### config.mk
export PLATFORM = sky130hd
export DESIGN_NAME = wkg_wakeup_gen
export DESIGN_NICKNAME = d
export VERILOG_FILES = /design/src/rtl/wkg_pkg.sv /design/src/rtl/wkg_addr_decode.sv /design/src/rtl/wkg_polarity.sv /design/src/rtl/wkg_enable_bank.sv /design/src/rtl/wkg_wake_combine.sv /design/src/rtl/wkg_wakeup_gen.sv
export SDC_FILE = /design/constraint.sdc
export NUM_CORES = 1
export LEC_CHECK = 0
export ABC_AREA = 1
export BUFFER_PORTS_ARGS = -buffer_cell sky130_fd_sc_hd__buf_4
export CAP_MARGIN = 10
export CORE_ASPECT_RATIO = 1.1
export CORE_UTILIZATION = 55
export DETAILED_ROUTE_END_ITERATION = 8
export PLACE_DENSITY = 0.77
export SLEW_MARGIN = 20
export SYNTH_ARGS = -nofsm -noshare
export SYNTH_HDL_FRONTEND = slang
export SYNTH_SLANG_ARGS = --single-unit
### constraint.sdc
create_clock -name clk -period 6.7 [get_ports clk]
set_clock_uncertainty 0.2 [all_clocks]
set_input_delay 0.67 -clock clk [delete_from_list [all_inputs] [get_ports clk]]
set_output_delay 0.67 -clock clk [all_outputs]
set_load 0.005 [all_outputs]
### src/rtl/wkg_pkg.sv
package wkg_pkg;
  localparam int WORD_W   = 32;
  localparam int MODE_BIT = 5;

  typedef logic [WORD_W-1:0] word_t;

  typedef enum logic [1:0] {
    TGT_NONE,
    TGT_ENABLE,
    TGT_MODE
  } tgt_e;
endpackage

### src/rtl/wkg_addr_decode.sv
module wkg_addr_decode
  import wkg_pkg::*;
#(
  parameter int NUM_CPUS    = 2,
  parameter int NUM_BANKS   = 5,
  parameter int ADDR_W      = 12,
  parameter int STRIDE_BITS = 10,
  parameter int CPU_W       = 1,
  parameter int IDX_W       = 3
) (
  input  logic [ADDR_W-1:0] addr,
  output tgt_e              tgt,
  output logic [CPU_W-1:0]  cpu_sel,
  output logic [IDX_W-1:0]  word_idx
);
  localparam int CF_W = ADDR_W - STRIDE_BITS;
  localparam int WF_W = STRIDE_BITS - 2;
  localparam logic [CF_W-1:0] CPU_LIMIT  = CF_W'(NUM_CPUS);
  localparam logic [WF_W-1:0] WORD_LIMIT = WF_W'(NUM_BANKS);

  logic [CF_W-1:0] cpu_field;
  logic [WF_W-1:0] word_field;
  logic            aligned;

  assign cpu_field  = addr[ADDR_W-1:STRIDE_BITS];
  assign word_field = addr[STRIDE_BITS-1:2];
  assign aligned    = (addr[1:0] == 2'b00);
  assign cpu_sel    = cpu_field[CPU_W-1:0];
  assign word_idx   = word_field[IDX_W-1:0];

  always_comb begin
    tgt = TGT_NONE;
    if (aligned) begin
      if (cpu_field < CPU_LIMIT && word_field < WORD_LIMIT)
        tgt = TGT_ENABLE;
      else if (cpu_field == CPU_LIMIT && word_field == '0)
        tgt = TGT_MODE;
    end
  end
endmodule

### src/rtl/wkg_polarity.sv
module wkg_polarity #(
  parameter int NUM_LINES  = 160,
  parameter int INV_LINE_A = 7,
  parameter int INV_LINE_B = 119
) (
  input  logic                 clk,
  input  logic                 rst,
  input  logic [NUM_LINES-1:0] irq_in,
  output logic [NUM_LINES-1:0] irq_norm,
  output logic [NUM_LINES-1:0] irq_fwd
);
  for (genvar i = 0; i < NUM_LINES; i++) begin : g_line
    if (i == INV_LINE_A || i == INV_LINE_B) begin : g_inv
      assign irq_norm[i] = ~irq_in[i];
    end else begin : g_pass
      assign irq_norm[i] = irq_in[i];
    end
  end

  always_ff @(posedge clk) begin
    if (rst) irq_fwd <= '0;
    else     irq_fwd <= irq_norm;
  end
endmodule

### src/rtl/wkg_enable_bank.sv
module wkg_enable_bank
  import wkg_pkg::*;
#(
  parameter int NUM_BANKS = 5,
  parameter int IDX_W     = 3,
  parameter int NUM_LINES = NUM_BANKS * WORD_W
) (
  input  logic                 clk,
  input  logic                 rst,
  input  logic                 wr_en,
  input  logic [IDX_W-1:0]     idx,
  input  word_t                wr_data,
  output word_t                rd_data,
  input  logic [NUM_LINES-1:0] irq_norm,
  output logic                 wake_req
);
  localparam logic [IDX_W-1:0] IDX_LIMIT = IDX_W'(NUM_BANKS);

  word_t                en_q [NUM_BANKS];
  logic [NUM_LINES-1:0] en_flat;

  always_ff @(posedge clk) begin
    if (rst) begin
      for (int b = 0; b < NUM_BANKS; b++) en_q[b] <= '0;
    end else if (wr_en && idx < IDX_LIMIT) begin
      en_q[idx] <= wr_data;
    end
  end

  for (genvar b = 0; b < NUM_BANKS; b++) begin : g_flat
    assign en_flat[b*WORD_W +: WORD_W] = en_q[b];
  end

  assign rd_data  = (idx < IDX_LIMIT) ? en_q[idx] : '0;
  assign wake_req = |(en_flat & irq_norm);
endmodule

### src/rtl/wkg_wake_combine.sv
module wkg_wake_combine #(
  parameter int NUM_CPUS = 2
) (
  input  logic                clk,
  input  logic                rst,
  input  logic [NUM_CPUS-1:0] req,
  input  logic                indep,
  output logic [NUM_CPUS-1:0] wake_out
);
  logic any_req;
  assign any_req = |req;

  always_ff @(posedge clk) begin
    if (rst)        wake_out <= '0;
    else if (indep) wake_out <= req;
    else            wake_out <= {NUM_CPUS{any_req}};
  end
endmodule

### src/rtl/wkg_wakeup_gen.sv
module wkg_wakeup_gen
  import wkg_pkg::*;
#(
  parameter int NUM_CPUS   = 2,
  parameter int NUM_BANKS  = 5,
  parameter int ADDR_W     = 12,
  parameter int CPU_STRIDE = 1024,
  parameter int INV_LINE_A = 7,
  parameter int INV_LINE_B = 119
) (
  input  logic                        clk,
  input  logic                        rst,
  input  logic                        bus_wr,
  input  logic                        bus_rd,
  input  logic [ADDR_W-1:0]           bus_addr,
  input  logic [WORD_W-1:0]           bus_wdata,
  output logic [WORD_W-1:0]           bus_rdata,
  input  logic [NUM_BANKS*WORD_W-1:0] irq_in,
  output logic [NUM_BANKS*WORD_W-1:0] irq_fwd,
  output logic [NUM_CPUS-1:0]         wake_out
);
  localparam int NUM_LINES   = NUM_BANKS * WORD_W;
  localparam int STRIDE_BITS = $clog2(CPU_STRIDE);
  localparam int CPU_W       = (NUM_CPUS > 1) ? $clog2(NUM_CPUS) : 1;
  localparam int IDX_W       = (NUM_BANKS > 1) ? $clog2(NUM_BANKS) : 1;

  tgt_e                 tgt;
  logic [CPU_W-1:0]     cpu_sel;
  logic [IDX_W-1:0]     word_idx;
  logic [NUM_LINES-1:0] irq_norm;
  logic [NUM_CPUS-1:0]  req;
  word_t                bank_rd [NUM_CPUS];
  word_t                rd_mux;
  logic                 mode_q;

  wkg_addr_decode #(
    .NUM_CPUS(NUM_CPUS), .NUM_BANKS(NUM_BANKS), .ADDR_W(ADDR_W),
    .STRIDE_BITS(STRIDE_BITS), .CPU_W(CPU_W), .IDX_W(IDX_W)
  ) u_dec (
    .addr(bus_addr), .tgt(tgt), .cpu_sel(cpu_sel), .word_idx(word_idx)
  );

  wkg_polarity #(
    .NUM_LINES(NUM_LINES), .INV_LINE_A(INV_LINE_A), .INV_LINE_B(INV_LINE_B)
  ) u_pol (
    .clk(clk), .rst(rst), .irq_in(irq_in), .irq_norm(irq_norm), .irq_fwd(irq_fwd)
  );

  for (genvar c = 0; c < NUM_CPUS; c++) begin : g_cpu
    logic bank_wr;
    assign bank_wr = bus_wr && (tgt == TGT_ENABLE) && (cpu_sel == CPU_W'(c));

    wkg_enable_bank #(
      .NUM_BANKS(NUM_BANKS), .IDX_W(IDX_W), .NUM_LINES(NUM_LINES)
    ) u_bank (
      .clk(clk), .rst(rst), .wr_en(bank_wr), .idx(word_idx),
      .wr_data(bus_wdata), .rd_data(bank_rd[c]),
      .irq_norm(irq_norm), .wake_req(req[c])
    );
  end

  always_ff @(posedge clk) begin
    if (rst)                              mode_q <= 1'b0;
    else if (bus_wr && tgt == TGT_MODE)   mode_q <= bus_wdata[MODE_BIT];
  end

  always_comb begin
    rd_mux = '0;
    case (tgt)
      TGT_ENABLE: rd_mux = bank_rd[cpu_sel];
      TGT_MODE:   rd_mux[MODE_BIT] = mode_q;
      default:    rd_mux = '0;
    endcase
  end

  always_ff @(posedge clk) begin
    if (rst)         bus_rdata <= '0;
    else if (bus_rd) bus_rdata <= rd_mux;
    else             bus_rdata <= '0;
  end

  wkg_wake_combine #(.NUM_CPUS(NUM_CPUS)) u_comb (
    .clk(clk), .rst(rst), .req(req), .indep(mode_q), .wake_out(wake_out)
  );
endmodule

== Yosys cells after proc, flatten, opt, wreduce, memory -nomap -nowiden ==
Memories as Yosys holds them, arrays and structs flattened.
Cells that the tools add are included.
Widths: inputs -> output; s select.
Cells by class
  $lt $le $gt $ge: 4
  reduce and logical (&&, ||, !) cells: 17
  bitwise operators: 8
  multiplexer cells: 24
  eq/ne operators: 3
Operators by type and width (number)
  $and 160x160->160: 2
  $reduce_or 160->1: 2
  $reduce_or 320->1: 1
  $mux 32: 7
  $reduce_or 32->1: 2
  $mux 1: 10
  $logic_and 1x1->1: 8
  $logic_not 8->1: 1
  $lt 8x3->1 const B: 1
  $mux 2: 4
  $mux 3: 2
  $not 1->1: 5
  $eq 2x2->1 const B: 2
  $lt 3x3->1 const B: 1
  $reduce_or 3->1: 1
  $eq 2x1->1 const B: 1
  $ge 2x2->1 const B: 1
  $logic_not 2->1: 1
  $lt 2x2->1 const B: 1
  $not 1->2: 1
  $pmux 1 s2: 1
  $reduce_or 2->1: 1
Word-level totals
  word-level logic and storage cells: 63
  input bits: 208
  register bits: 195
  output and inout port bits: 194
  memories: 2
  memory bits (writable): 320
Memories
  g_cpu[0].u_bank.en_q: words 5, width 32, read ports 6, clocked after memory_dff 0, write ports 5, RTL line wkg_enable_bank.sv:19  | word_t en_q [NUM_BANKS];
  g_cpu[1].u_bank.en_q: words 5, width 32, read ports 6, clocked after memory_dff 0, write ports 5, RTL line wkg_enable_bank.sv:19

== Depth between registers and ports, before layout ==
  word-level depth: 14
  mapped depth: 11
  gate-level depth less buffers: 11

== Cells and area by module ==
A second synthesis with hierarchy kept.
Second synthesis, totals
  cell total of the unflattened synthesis: 2751
  area total of the unflattened synthesis: 23640.2 µm²
By module, submodules not included
  wkg_enable_bank: sequential area each 4804.6 µm², area an instance 8060.2 µm², instances 2, cells an instance 916
  wkg_polarity: sequential area each 3203.1 µm², area an instance 5749.3 µm², instances 1, cells an instance 656
  wkg_wakeup_gen: sequential area each 660.6 µm², area an instance 1560.2 µm², instances 1, cells an instance 222
  wkg_addr_decode: sequential area each 0.0 µm², area an instance 138.9 µm², instances 1, cells an instance 32
  wkg_wake_combine: sequential area each 40.0 µm², area an instance 71.3 µm², instances 1, cells an instance 9

== Worst setup path before layout ==
OpenSTA, ideal clock, no wires.
  kind: in2reg
  start point: in bus_addr[1]
  end point: mem g_cpu[1].u_bank.en_q[0][0] (netlist name), enable pin
  library setup time: 466 ps
  setup slack: 2160 ps
  cell stages on the path: 7
  required time: 6034 ps
  buffers on the path: 1
  arrival: 3874 ps
  path through: or2_0 -> nor3_2 -> nand3_1 -> inv_2 -> nand3_1 -> buf_2 -> o21ai_0
RTL lines
  from (decl): RTL line wkg_wakeup_gen.sv:15  | input logic [ADDR_W-1:0] bus_addr,
  to (decl): RTL line wkg_enable_bank.sv:19

==> reports/qor.yml <==
status:
  status: "completed"
timing:
  rsz0062_at_grt: "no"
  clock.fmax_mhz: 278
  final.period_utilization_pct: 53.8
  min_period_ns: 3.60
  report.final.setup_viol: 0
  worstMarginPinSlew_ns: 1.05
  fin_setup_tns_ns: 0
  finalMaxSlewViolations: 0
  relSlewSlack_pct: 30.1
  hold_violations: 0
global_route:
  grt_pass1_wl_mm: 140
  antenna_found_initial: 3
  grtUsageTotal_pct: 35.5
  grt_max_degree: 99
  grt_pass1_vias: 22400
  overflow: 0
final_layout:
  num-fill-cells: 4132
  drive_gt1_share_pct: 16.2
  regArea_um2: 19300
  multi_input_area_um2: 9040
  layout_common_cells: "nand2_1 (815), edfxtp_1 (512), buf_4 (434)"
  areaGrowthSynthToFinish_pct: 21.7
  fin_nets: 3736
  stdcell_count: 4263
  layout_commonest_cell: "nand2_1"
run:
  drv_cap: 0
floorplan:
  dieWidth_um: 222
  io_pins: 402
  coreArea_um2: 52500
  dieArea_um2: 54100
  start_util_pct: 55.7
  dieHeight_um: 244
  rows: 88
setup_path:
  worstSetupStartpointType: "input pin"
  r2r_slack_ns: 4.21
  cp_cell_sequence: "buf_4, nor2_1, nand2_1, nor3_2, nand3_1, inv_2, nand3_4, buf_12, o21ai_2, buf_4"
  cp.arrival_ns: 3.65
  worstReg2RegEnd: "u_comb.wake_out[0]"
  crit_top_cell: "buf_4"
  cp_max_fo: 98
  cp_num_buf_inv: 4
  end_kind: "register"
  path_class: "input pin to register"
  cp_slowest_cell: "nand3_4"
  max_stage_delay_ns: 0.72
  cp_top_family: "simple AND/OR/NAND/NOR gates"
  timing.rr.start: "g_cpu[1].u_bank.en_q[4][7]"
  rr_worst_depth: 10
  required_ns: 6.75
route:
  drc: 0
  post_drt_wl_per_cell_um: 22.8
  viasPerCell: 5.61
  finalWirelength_mm: 97.0
  postRouteAntennaNets: 0
  first_iter_violations: 3687
  vias: 23900
  drtPass1Iterations: 6
cts:
  cts_buffers: 71
  htreeDepth: 3
  insertion_delay_ns: 0.62
  cts.hold.buffers_added: 0
  root_buffer: "clkbuf_16"
  cts_resized: 0
  cts_sinks: 707
  cts_tree: "built"
  post-cts-setup-buffers: 0
  clk_pin_slew_ns: 0.06
  cts.path.max_buffers: 3
pwr:
  intPower_mw: 7.46
  comb_power_share_pct: 8.7
  peakVddDrop_mv: 0.225
  static-leakage-power_nw: 14.9
  pwr-share-clk_pct: 40.0
  p_sw_mw: 2.38
  switching_share_pct: 24.2
  p_seq_share_pct: 51.3
  power.density_nw_per_um2: 276
min_path:
  min_path_type: "input pin to register"
  min_path_cells: 2
  hp-start: "irq_in[7]"
  holdPathEnd: "u_pol.irq_fwd[7]"
placement:
  dp_hpwl_mm: 71.4
  place_inst: 4130
  gp_congestion: 0.962
  io_buffers: 401
synth:
  ys_types: 35
  synthCells: 2988
  ys_ff_latch: 707
  synth_area_um2: 29300
  seq_area_frac_synth_pct: 65.9
  syn-mean-instance-area_um2: 9.79
  ys_warn_count: 0
==> synth_stat cells (all sizes together) <==
cell | count | share of area [%]
nor2 | 411 | 5.3
dfxtp | 195 | 13
clkinv | 33 | 0.42
a31oi | 32 | 0.68
inv | 196 | 2.5
nand2 | 816 | 10
a211oi | 6 | 0.15
nor3 | 325 | 5.6
a22oi | 4 | 0.10
nor3b | 10 | 0.26
a221oi | 26 | 0.78
clkbuf | 84 | 1.1
buf | 76 | 1.9
o22ai | 13 | 0.28
or2 | 1 | 0.021
conb | 1 | 0.013
nand4 | 43 | 0.92
nand3 | 37 | 0.68
a32oi | 1 | 0.030
o31ai | 1 | 0.026
and3 | 8 | 0.17
o21ai | 133 | 2.3
edfxtp | 512 | 53
nand3b | 1 | 0.026
a21oi | 23 | 0.39
==> worst max-delay path by stage <==
stage                           start                          end  depth (start not counted)
final                     bus_addr[7]  g_cpu[1].u_bank.en_q[2][25]                         10
after global routing      bus_addr[7]  g_cpu[1].u_bank.en_q[2][27]                         10
after CTS                 bus_addr[7]  g_cpu[1].u_bank.en_q[2][26]                         10
after detailed placement  bus_addr[7]  g_cpu[1].u_bank.en_q[2][24]                         10
after global placement    bus_addr[9]  g_cpu[1].u_bank.en_q[2][24]                         10
after floorplan           bus_addr[1]   g_cpu[1].u_bank.en_q[0][0]                          7
==> registers in the layout (all words and copies together) (netlist names) <==
register and count:
u_pol.irq_fwd 160, g_cpu.u_bank.en_q 512, mode_q 1, bus_rdata 32
u_comb.wake_out 2
==> metrics by stage <==
stage / utilization, % / power [mW] / setup slack (ns) / area [um^2] / hold slack, ns
finish: 67.8 / 9.84 / 3.10 / 35600 / 0.0492
global route: 67.8 / 10.1 / 2.99 / 35600 / 0.0503
CTS: 67.8 / 9.84 / 3.24 / 35600 / 0.0308
detailed placement: 63.4 / 5.97 / 2.63 / 33300 / 0.283
global placement: 63.4 / 5.95 / 2.68 / 33300 / 0.292
floorplan: - / 5.49 / 2.16 / 30000 / 0.258
==> kinds of logic after synthesis <==
group	Yosys count	share of synthesized area, %
AO/OA/AOI/OAI	239	4.72
AND/OR/NAND/NOR	1652	23.4
buffers and inverters	389	5.95
other	1	0.0128
flip-flops	707	65.9
==> area by class of cell <==
type,instances,area share [%]
diodes,2,0.0140
repair buffers,436,9.23
multi-input cells,2083,25.4
inverters,229,2.41
flip-flops and latches,707,54.1
clock buffers,100,5.91
well taps,675,2.37
clock inverters,31,0.555
==> layer usage <==
metal / vias to the layer above / part of all wire (%) / track usage, %
met5: - / 0.013 / 0
met4: 2 / 3.0 / 11.7
met3: 156 / 13 / 9.80
met2: 1545 / 43 / 51.0
met1: 11300 / 41 / 52.2
li1: 10900 / - / -
==> power groups by stage <==
stage | clock, mW | sequential (mW) | combinational (mW)
2_1_floorplan | 0 | 5.11 | 0.378
3_3_place_gp | 0 | 5.13 | 0.813
3_5_place_dp | 0 | 5.14 | 0.827
4_1_cts | 3.96 | 5.05 | 0.832
5_1_grt | 4.14 | 5.07 | 0.918
6_report | 3.93 | 5.05 | 0.855
==> worst reg2reg max path, stage by stage, from the launching register on <==
cell and delay [ns]:
edfxtp_1 0.52, nand2_1 0.12, nand2_1 0.05, nor2_1 0.19, nand2_1 0.15, nor2_1 0.40, nand3_1 0.13, nor2_1 0.20
nand2_1 0.10, a21oi_1 0.25, nor2_1 0.08
(Power assumes the default switching activity.)
